**config.mk**
```make
export PLATFORM = sky130hd
export DESIGN_NAME = pctr_bank
export DESIGN_NICKNAME = d
export VERILOG_FILES = /design/src/rtl/pctr_bank.sv
export SDC_FILE = /design/constraint.sdc
export NUM_CORES = 2
export LEC_CHECK = 0
export BUFFER_PORTS_ARGS = -buffer_cell sky130_fd_sc_hd__buf_2
export CORE_ASPECT_RATIO = 1.1
export CORE_MARGIN = 5
export CORE_UTILIZATION = 30
export DETAILED_ROUTE_END_ITERATION = 10
export SLEW_MARGIN = 20
export SYNTH_ARGS = -nofsm -noshare
export SYNTH_HDL_FRONTEND = slang
export SYNTH_SLANG_ARGS = --single-unit
```
**constraint.sdc**
```tcl
create_clock -name clk -period 10.2 [get_ports clk]
set_clock_uncertainty 0.05 [all_clocks]
set_input_delay 1.53 -clock clk [delete_from_list [all_inputs] [get_ports clk]]
set_output_delay 1.53 -clock clk [all_outputs]
set_load 0.01 [all_outputs]
```
**src/rtl/pctr_bank.sv**
```systemverilog
module pctr_bank #(
  parameter int NUM_CTR  = 4,
  parameter int SIZE_SEL = 1,
  parameter int NUM_COND = 16,
  parameter int ADDR_W   = 5
) (
  input  logic              clk,
  input  logic              rst_n,
  input  logic              we,
  input  logic [ADDR_W-1:0] addr,
  input  logic [31:0]       wdata,
  output logic [31:0]       rdata,
  input  logic [NUM_COND-1:0] cond_in,
  input  logic              user_mode,
  output logic              irq
);
  localparam int CW  = 32 + 16 * SIZE_SEL;
  localparam int HW  = CW - 32;
  localparam int SIW = (NUM_CTR > 1) ? $clog2(NUM_CTR) : 1;
  localparam int CIW = (NUM_COND > 1) ? $clog2(NUM_COND) : 1;

  localparam logic [ADDR_W-1:0] A_SHAPE = 0, A_CONDS = 1, A_CTRL = 2, A_SEL = 3,
    A_CFG = 4, A_CNTL = 5, A_CNTH = 6, A_CAPL = 7, A_CAPH = 8, A_LIML = 9,
    A_LIMH = 10, A_IEN = 11, A_IPEND = 12, A_CSEL = 13, A_NAML = 14, A_NAMH = 15;

  logic                         run;
  logic [15:0]                  ctrl_hi;
  logic [4:0]                   sel;
  logic [7:0]                   csel;
  logic [NUM_CTR-1:0][CW-1:0]   cnt;
  logic [NUM_CTR-1:0][CW-1:0]   lim;
  logic [NUM_CTR-1:0][17:0]     cfg;
  logic [CW-1:0]                snap;
  logic [NUM_CTR-1:0]           ien, iact, hit;

  wire              sel_ok  = int'(sel) < NUM_CTR;
  wire              csel_ok = int'(csel) < NUM_COND;
  wire [SIW-1:0]    sidx    = sel[SIW-1:0];
  wire [CW-1:0]     cur_cnt = sel_ok ? cnt[sidx] : '0;
  wire [CW-1:0]     cur_lim = sel_ok ? lim[sidx] : '0;
  wire [17:0]       cur_cfg = sel_ok ? cfg[sidx] : '0;

  function automatic logic [7:0] hexc(input logic [3:0] d);
    return (d < 4'd10) ? 8'h30 + {4'h0, d} : 8'h37 + {4'h0, d};
  endfunction

  for (genvar g = 0; g < NUM_CTR; g++) begin : g_ctr
    wire [14:0] cn    = cfg[g][14:0];
    wire        c_ok  = (cn != 15'd0) && (int'(cn) < NUM_COND) && cond_in[cn[CIW-1:0]];
    wire        m_ok  = !(cfg[g][16] && user_mode) && !(cfg[g][17] && !user_mode);
    wire        inc   = run && c_ok && m_ok;
    wire        mine  = we && sel_ok && (int'(sel) == g);
    wire        ld_lo = mine && (addr == A_CNTL);
    wire        ld_hi = mine && (addr == A_CNTH);
    wire [CW-1:0] nxt = cnt[g] + 1'b1;

    assign hit[g] = inc && !ld_lo && !ld_hi && (nxt == lim[g]) && ien[g];

    always_ff @(posedge clk) begin
      if (!rst_n) begin
        cnt[g] <= '0;
        lim[g] <= '0;
        cfg[g] <= '0;
      end else begin
        if (ld_lo)      cnt[g][31:0]   <= wdata;
        else if (ld_hi) cnt[g][CW-1:32] <= wdata[HW-1:0];
        else if (inc)   cnt[g]         <= nxt;
        if (mine && addr == A_LIML) lim[g][31:0]    <= wdata;
        if (mine && addr == A_LIMH) lim[g][CW-1:32] <= wdata[HW-1:0];
        if (mine && addr == A_CFG)  cfg[g] <= {wdata[17:16], 1'b0, wdata[14:0]};
      end
    end
  end

  wire [NUM_CTR-1:0] clr = (we && addr == A_IPEND) ? wdata[NUM_CTR-1:0] : '0;

  always_ff @(posedge clk) begin
    if (!rst_n) begin
      run     <= 1'b0;
      ctrl_hi <= '0;
      sel     <= '0;
      csel    <= '0;
      snap    <= '0;
      ien     <= '0;
      iact    <= '0;
    end else begin
      if (we && addr == A_CTRL) begin
        run     <= wdata[0];
        ctrl_hi <= wdata[31:16];
        if (wdata[1] && sel_ok) snap <= cur_cnt;
      end
      if (we && addr == A_SEL)  sel  <= wdata[4:0];
      if (we && addr == A_CSEL) csel <= wdata[7:0];
      if (we && addr == A_IEN)  ien  <= wdata[NUM_CTR-1:0];
      else                      ien  <= ien & ~clr;
      iact <= (iact & ~clr) | hit;
    end
  end

  assign irq = |iact;

  always_comb begin
    rdata = '0;
    case (addr)
      A_SHAPE: rdata = {10'd0, 2'(SIZE_SEL), 3'd0, 1'b1, 2'd0, 6'(NUM_CTR), 7'd0, 1'b1};
      A_CONDS: rdata = 32'(NUM_COND);
      A_CTRL:  rdata = {ctrl_hi, 15'd0, run};
      A_SEL:   rdata = {27'd0, sel};
      A_CFG:   rdata = {14'd0, cur_cfg};
      A_CNTL:  rdata = cur_cnt[31:0];
      A_CNTH:  rdata = 32'(cur_cnt[CW-1:32]);
      A_CAPL:  rdata = snap[31:0];
      A_CAPH:  rdata = 32'(snap[CW-1:32]);
      A_LIML:  rdata = cur_lim[31:0];
      A_LIMH:  rdata = 32'(cur_lim[CW-1:32]);
      A_IEN:   rdata = 32'(ien);
      A_IPEND: rdata = 32'(iact);
      A_CSEL:  rdata = {24'd0, csel};
      A_NAML:  rdata = csel_ok ? {8'h5F, 8'h54, 8'h56, 8'h45} : '0;
      A_NAMH:  rdata = csel_ok ? {8'h20, 8'h20, hexc(csel[3:0]), hexc(csel[7:4])} : '0;
      default: rdata = '0;
    endcase
  end
endmodule

```
Word-level counts from Yosys, hierarchy flattened

Cells that the tools add are included.

Add/sub/neg operators: 8
$mul: 0
Divide/modulo/power cells: 0
Order comparisons: 13
Equality and inequality tests: 26
Shift-type cells: 0
Muxes and demuxes: 40
Bitwise logic cells: 8
Reduce and logical (&&, ||, !) cells: 116

Operators by type and width:

| operator                                                               | count |
|---|---|
| 32-bit one-hot mux with 16 select lines                                | 1 |
| 48-bit 2-to-1 mux                                                      | 8 |
| 32-bit 2-to-1 mux                                                      | 8 |
| 48-bit by 1-bit adder with 48-bit output (second input constant)       | 4 |
| 48-bit binary-select mux with 2-bit select                             | 2 |
| 48-bit equality test                                                   | 4 |
| 1-bit logical AND                                                      | 75 |
| 16-bit 2-to-1 mux                                                      | 4 |
| 15-bit by 5-bit < comparator with 1-bit output (second input constant) | 4 |
| 15-bit nonzero test                                                    | 4 |
| 5-bit by 4-bit equality test with 1-bit output (second input constant) | 8 |
| 18-bit binary-select mux with 2-bit select                             | 1 |
| 18-bit 2-to-1 mux                                                      | 2 |
| 31-bit 2-to-1 mux                                                      | 1 |
| 5-bit by 3-bit equality test with 1-bit output (second input constant) | 6 |
| 30-bit 2-to-1 mux                                                      | 1 |
| 6-bit by 4-bit adder with 7-bit output (first input constant)          | 4 |
| 4-bit by 5-bit < comparator with 1-bit output (second input constant)  | 4 |
| 2-bit AND reduction                                                    | 9 |
| 1-bit logical NOT                                                      | 17 |
| 1-bit binary-select mux with 4-bit select                              | 4 |
| 2-bit nonzero test                                                     | 8 |
| 5-bit by 2-bit equality test with 1-bit output (second input constant) | 3 |
| 7-bit 2-to-1 mux                                                       | 2 |
| other kinds (14)                                                       | 27 |

Bits in registers: 538
Bits in latches: 0
RAM bits: 0
ROM bits: 0
Input port bits: 57
Word-level logic and storage cells: 238
Memories: 0

Depth between registers and ports, before layout

Depth after elaboration: 10
Gate-level depth with buffers: 13
Gate-level depth less buffers: 9

Least setup slack after synthesis

Ideal clock, no wire load.

Kind: input to output
Start: in addr[0]
End: out rdata[13]
Data arrival time: 3.434 ns
Required time: 8.620 ns
Setup slack: 5.186 ns
Cell stages on the path: 7
Cell sequence: clkbuf_1 or3b_2 nor2_1 clkbuf_1 a22oi_1 and3_1 o21ai_0

Cells in the longest elaborated chain, start to end: 2
Elaborated cells on any way between the ends: 17
Those cells by class: eq/ne: 15; mux: 1; reduce/logical: 1

Ends and longest elaborated chain:

| item                                                                         | line | text |
|---|---|---|
| start, declared                                                              | 10   | `input logic [ADDR_W-1:0] addr,` |
| 5-bit by 4-bit equality test with 1-bit output, or another cell as far along | 104  | `case (addr)` |
| 32-bit one-hot mux with 16 select lines *                                    | 104  |  |
| end, declared                                                                | 12   | `output logic [31:0] rdata,` |

Every way passes the cells marked *; elsewhere a longest branch is shown, timed or not.

Worst setup path after layout

Start: reg sel[1]
End: out rdata[1]

Cells in the longest elaborated chain, start to end: 4
Elaborated cells on any way between the ends: 11
Those cells by class: order compare: 1; mux: 10

Ends and longest elaborated chain:

| item                                                                                                  | line | text |
|---|---|---|
| start, declared                                                                                       | 28   | `logic [4:0] sel;` |
| start signal, assigned                                                                                | 92   | `if (we && addr == A_SEL) sel <= wdata[4:0];` |
| parallel branches: the longest is 3 deep, another holds 5-bit by 3-bit < comparator with 1-bit output | -    |  |
| 32-bit one-hot mux with 16 select lines *                                                             | 104  |  |

Mark *: on every way between the ends. The select of a mux whose other input is x is not followed.

==> results.sh <==
export IMPL_status="finished clean"
export IMPL_first_iter_violations=5305
export IMPL_path_class="reg -> out"
export IMPL_synth_warning_count=0
export IMPL_min_path_cells=2
export IMPL_cts_buffer_depth=3
export IMPL_gr_usage_all_layers_pct=27.70
export IMPL_gp_congestion=1.033
export IMPL_synth_area_leaders="dfxtp_1 32%, nand2_1 9.6%, mux4_2 7.2%"
export IMPL_yosysUniqueCellTypes=82
export IMPL_cp_max_fo=59
export IMPL_yosysTopAreaCell="dfxtp_1"
export IMPL_dpl_cell_area_um2=35430
export IMPL_avgViaCountPerCell=6.087
export IMPL_reg2reg_depth=10
export IMPL_synth_ff_type="dfxtp_1"
export IMPL_path_buf_inv=2
export IMPL_period_needed_ns=6.107
export IMPL_nFillCells=12072
export IMPL_grt_overflow=0
export IMPL_tns_ns=0
export IMPL_seq_power_share_pct=43.1
export IMPL_ys_async_sr_fraction_pct=0
export IMPL_worst_path_max_delay_cell="buf_4"
export IMPL_cts_tree="done"
export IMPL_root_buffer="clkbuf_16"
export IMPL_max_cap_viol_count=0
export IMPL_grt_max_degree=166
export IMPL_io_buffers=89
export IMPL_crit_chain="buf_4 > nand2_1 > o22ai_1 > nor3_1 > a221oi_1 > o21ai_0 > buf_2"
export IMPL_intPower_mw=3.692
export IMPL_clk_transition_reported_paths_ns=0.07
export IMPL_clock_fmax_ghz=0.1637
export IMPL_cp_end_kind="output pin"
export IMPL_cts_setup_buffers=0
export IMPL_slew_viol_final=0
export IMPL_drtAntennaViolNets=0
export IMPL_crit_family="compound AO/OA/AOI/OAI gates"
export IMPL_cts_resized=0
export IMPL_synth_fp_nets=4547
export IMPL_worst_slew_pin_slew_ns=1.250
export IMPL_cts_hold_fix_buffers=0
export IMPL_cpPeakStageDelay_ns=0.81
export IMPL_p_sw_share_pct=24.68
export IMPL_setup_viol=0
export IMPL_hold_violations=0
export IMPL_grt_pass1_wl_um=244500
export IMPL_grt_pass1_vias=32058
export IMPL_nets=4337
export IMPL_max_slew_margin_rel_pct=15.91
export IMPL_num_vias=35520
export IMPL_cts_sinks=538
export IMPL_design_area_um2=37770
export IMPL_worstSkewPairLatency_ns=0.63
export IMPL_yosysMostFrequentCell="nand2_1"
export IMPL_power_frac_comb_pct=4.6
export IMPL_die_x_um=331.5
export IMPL_synth_commonest_cells="868 x nand2_1, 538 x dfxtp_1, 477 x a21oi_1"
export IMPL_crit_required_ns=8.62
export IMPL_syn_avg_cell_area_um2=7.607
export IMPL_cts_max_level=3
export IMPL_syn_to_final_growth_pct=10.74
export IMPL_antenna_found_initial=20
export IMPL_yosys_area_top_type_share_pct=31.58
export IMPL_clock_power_share_pct=52.3
export IMPL_ys_seq_area_share_pct=31.58
export IMPL_start_util_pct=30.27
export IMPL_dieArea_um2=120500
export IMPL_p_leak_nw=11.46
export IMPL_post_route_cells_drive_above_1_share_pct=10.67
export IMPL_wirelength_um=176800
export IMPL_arrival_ns=4.53
export IMPL_die_height_um=363.6
export IMPL_rsz0062_at_grt="false"
export IMPL_netlist_instances=4483
export IMPL_cp_depth=7
export IMPL_drtPass1Iterations=9
export IMPL_core_area_um2=112700
export IMPL_dp_hpwl_um=128900
export IMPL_synth_edff_count=0
export IMPL_wl_per_cell_um=30.30
export IMPL_ir_drop_mv=0.1186
export IMPL_rows=129
export IMPL_drc=0
export IMPL_io_pins=90
export IMPL_p_per_area_nw_per_um2=129.8
export IMPL_min_path_type="reg -> reg"
export IMPL_ys_ff_latch=538
export IMPL_synth_area_um2=34100
export IMPL_cp_start_kind="register"
export IMPL_finalCritPeriodShare_pct=59.87
export IMPL_cts_buffers=67
export IMPL_p_sw_mw=1.210
## routing by layer
metal	global-route usage, %	part of all wire [%]
met1	34.09	37
met3	5.901	10
met4	22.54	10
met5	0	0.051
met2	41.91	42
## cell families after synthesis
logic type	share of synthesized area, %
compound gates	18.32
xor+xnor	9.990
fa+ha+maj	0.2862
buf+inv	5.287
flops	31.58
mux	8.218
simple gates	26.32
## power groups by stage
stage          combinational [mW]  clock, mW  sequential, mW
4_1_cts                     0.217       2.58            2.11
5_1_grt                     0.225       2.67            2.11
3_3_place_gp                0.216          0            2.16
3_5_place_dp                0.216          0            2.16
6_report                    0.223       2.56            2.11
2_1_floorplan               0.109          0            2.16
## state kept, by name, indices dropped and copies added (netlist names)
name / flops
cfg: 68
csel: 8
iact: 4
snap: 48
ctrl_hi: 16
sel: 5
cnt: 192
lim: 192
run: 1
ien: 4
## worst paths after layout
| path | slack [ns] | start | endpoint |
|---|---|---|---|
| max | 4.09 | sel[1]$_SDFFE_PN0P_ | rdata[1] |
| min | 0.41 | ctrl_hi[13]$_SDFFE_PN0P_ | ctrl_hi[13]$_SDFFE_PN0P_ |
| max reg2reg | 5.14 | sel[1]$_SDFFE_PN0P_ | iact[1]$_SDFF_PN0_ |
| min reg2reg | 0.41 | ctrl_hi[13]$_SDFFE_PN0P_ | ctrl_hi[13]$_SDFFE_PN0P_ |
## cell usage in the layout (no fill, tap or decap), drive strengths merged, types with 36 or more instances in the layout
cell type and instances:
nand4 129, nor3 114, buf 158, dfxtp 538, xnor2 262, o21ai 148
or3 45, inv 36, a21oi 477, and3 54, a22oi 68, nand3 146
clkbuf 94, a211oi 87, xor2 127, mux4 109, nor4 76, nand2 868
nor2 301
## stage by stage
stage	power, mW	util, %	setup WS [ns]	std cells	hold WS (ns)
finish	4.902	33.52	4.093	5835	0.4069
floorplan	2.264	-	5.186	4483	0.3857
detailed placement	2.377	31.45	4.793	5710	0.3975
global route	5.004	33.51	4.144	5829	0.4214
CTS	4.916	33.50	4.230	5828	0.4056
global placement	2.377	31.44	4.792	5710	0.3925
## worst register-to-register path: cells and delay by family, from the launching register on
family / cells / cell delay (ns)
compound gates: 2 / 0.39
flops: 1 / 0.80
buf+inv: 2 / 1.14
simple gates: 6 / 2.60
## layout make-up
class	count	area [um2]	area share, %
flip-flops and latches	538	10780	28.54
repair buffers	158	988.4	2.617
well taps	1506	1884	4.989
clock buffers	94	2003	5.304
inverters	35	138.9	0.3677
clock inverters	24	306.5	0.8117
diodes	7	17.52	0.04638
multi-input cells	3473	21650	57.33
Note: power is estimated with default switching activity, not from simulation.
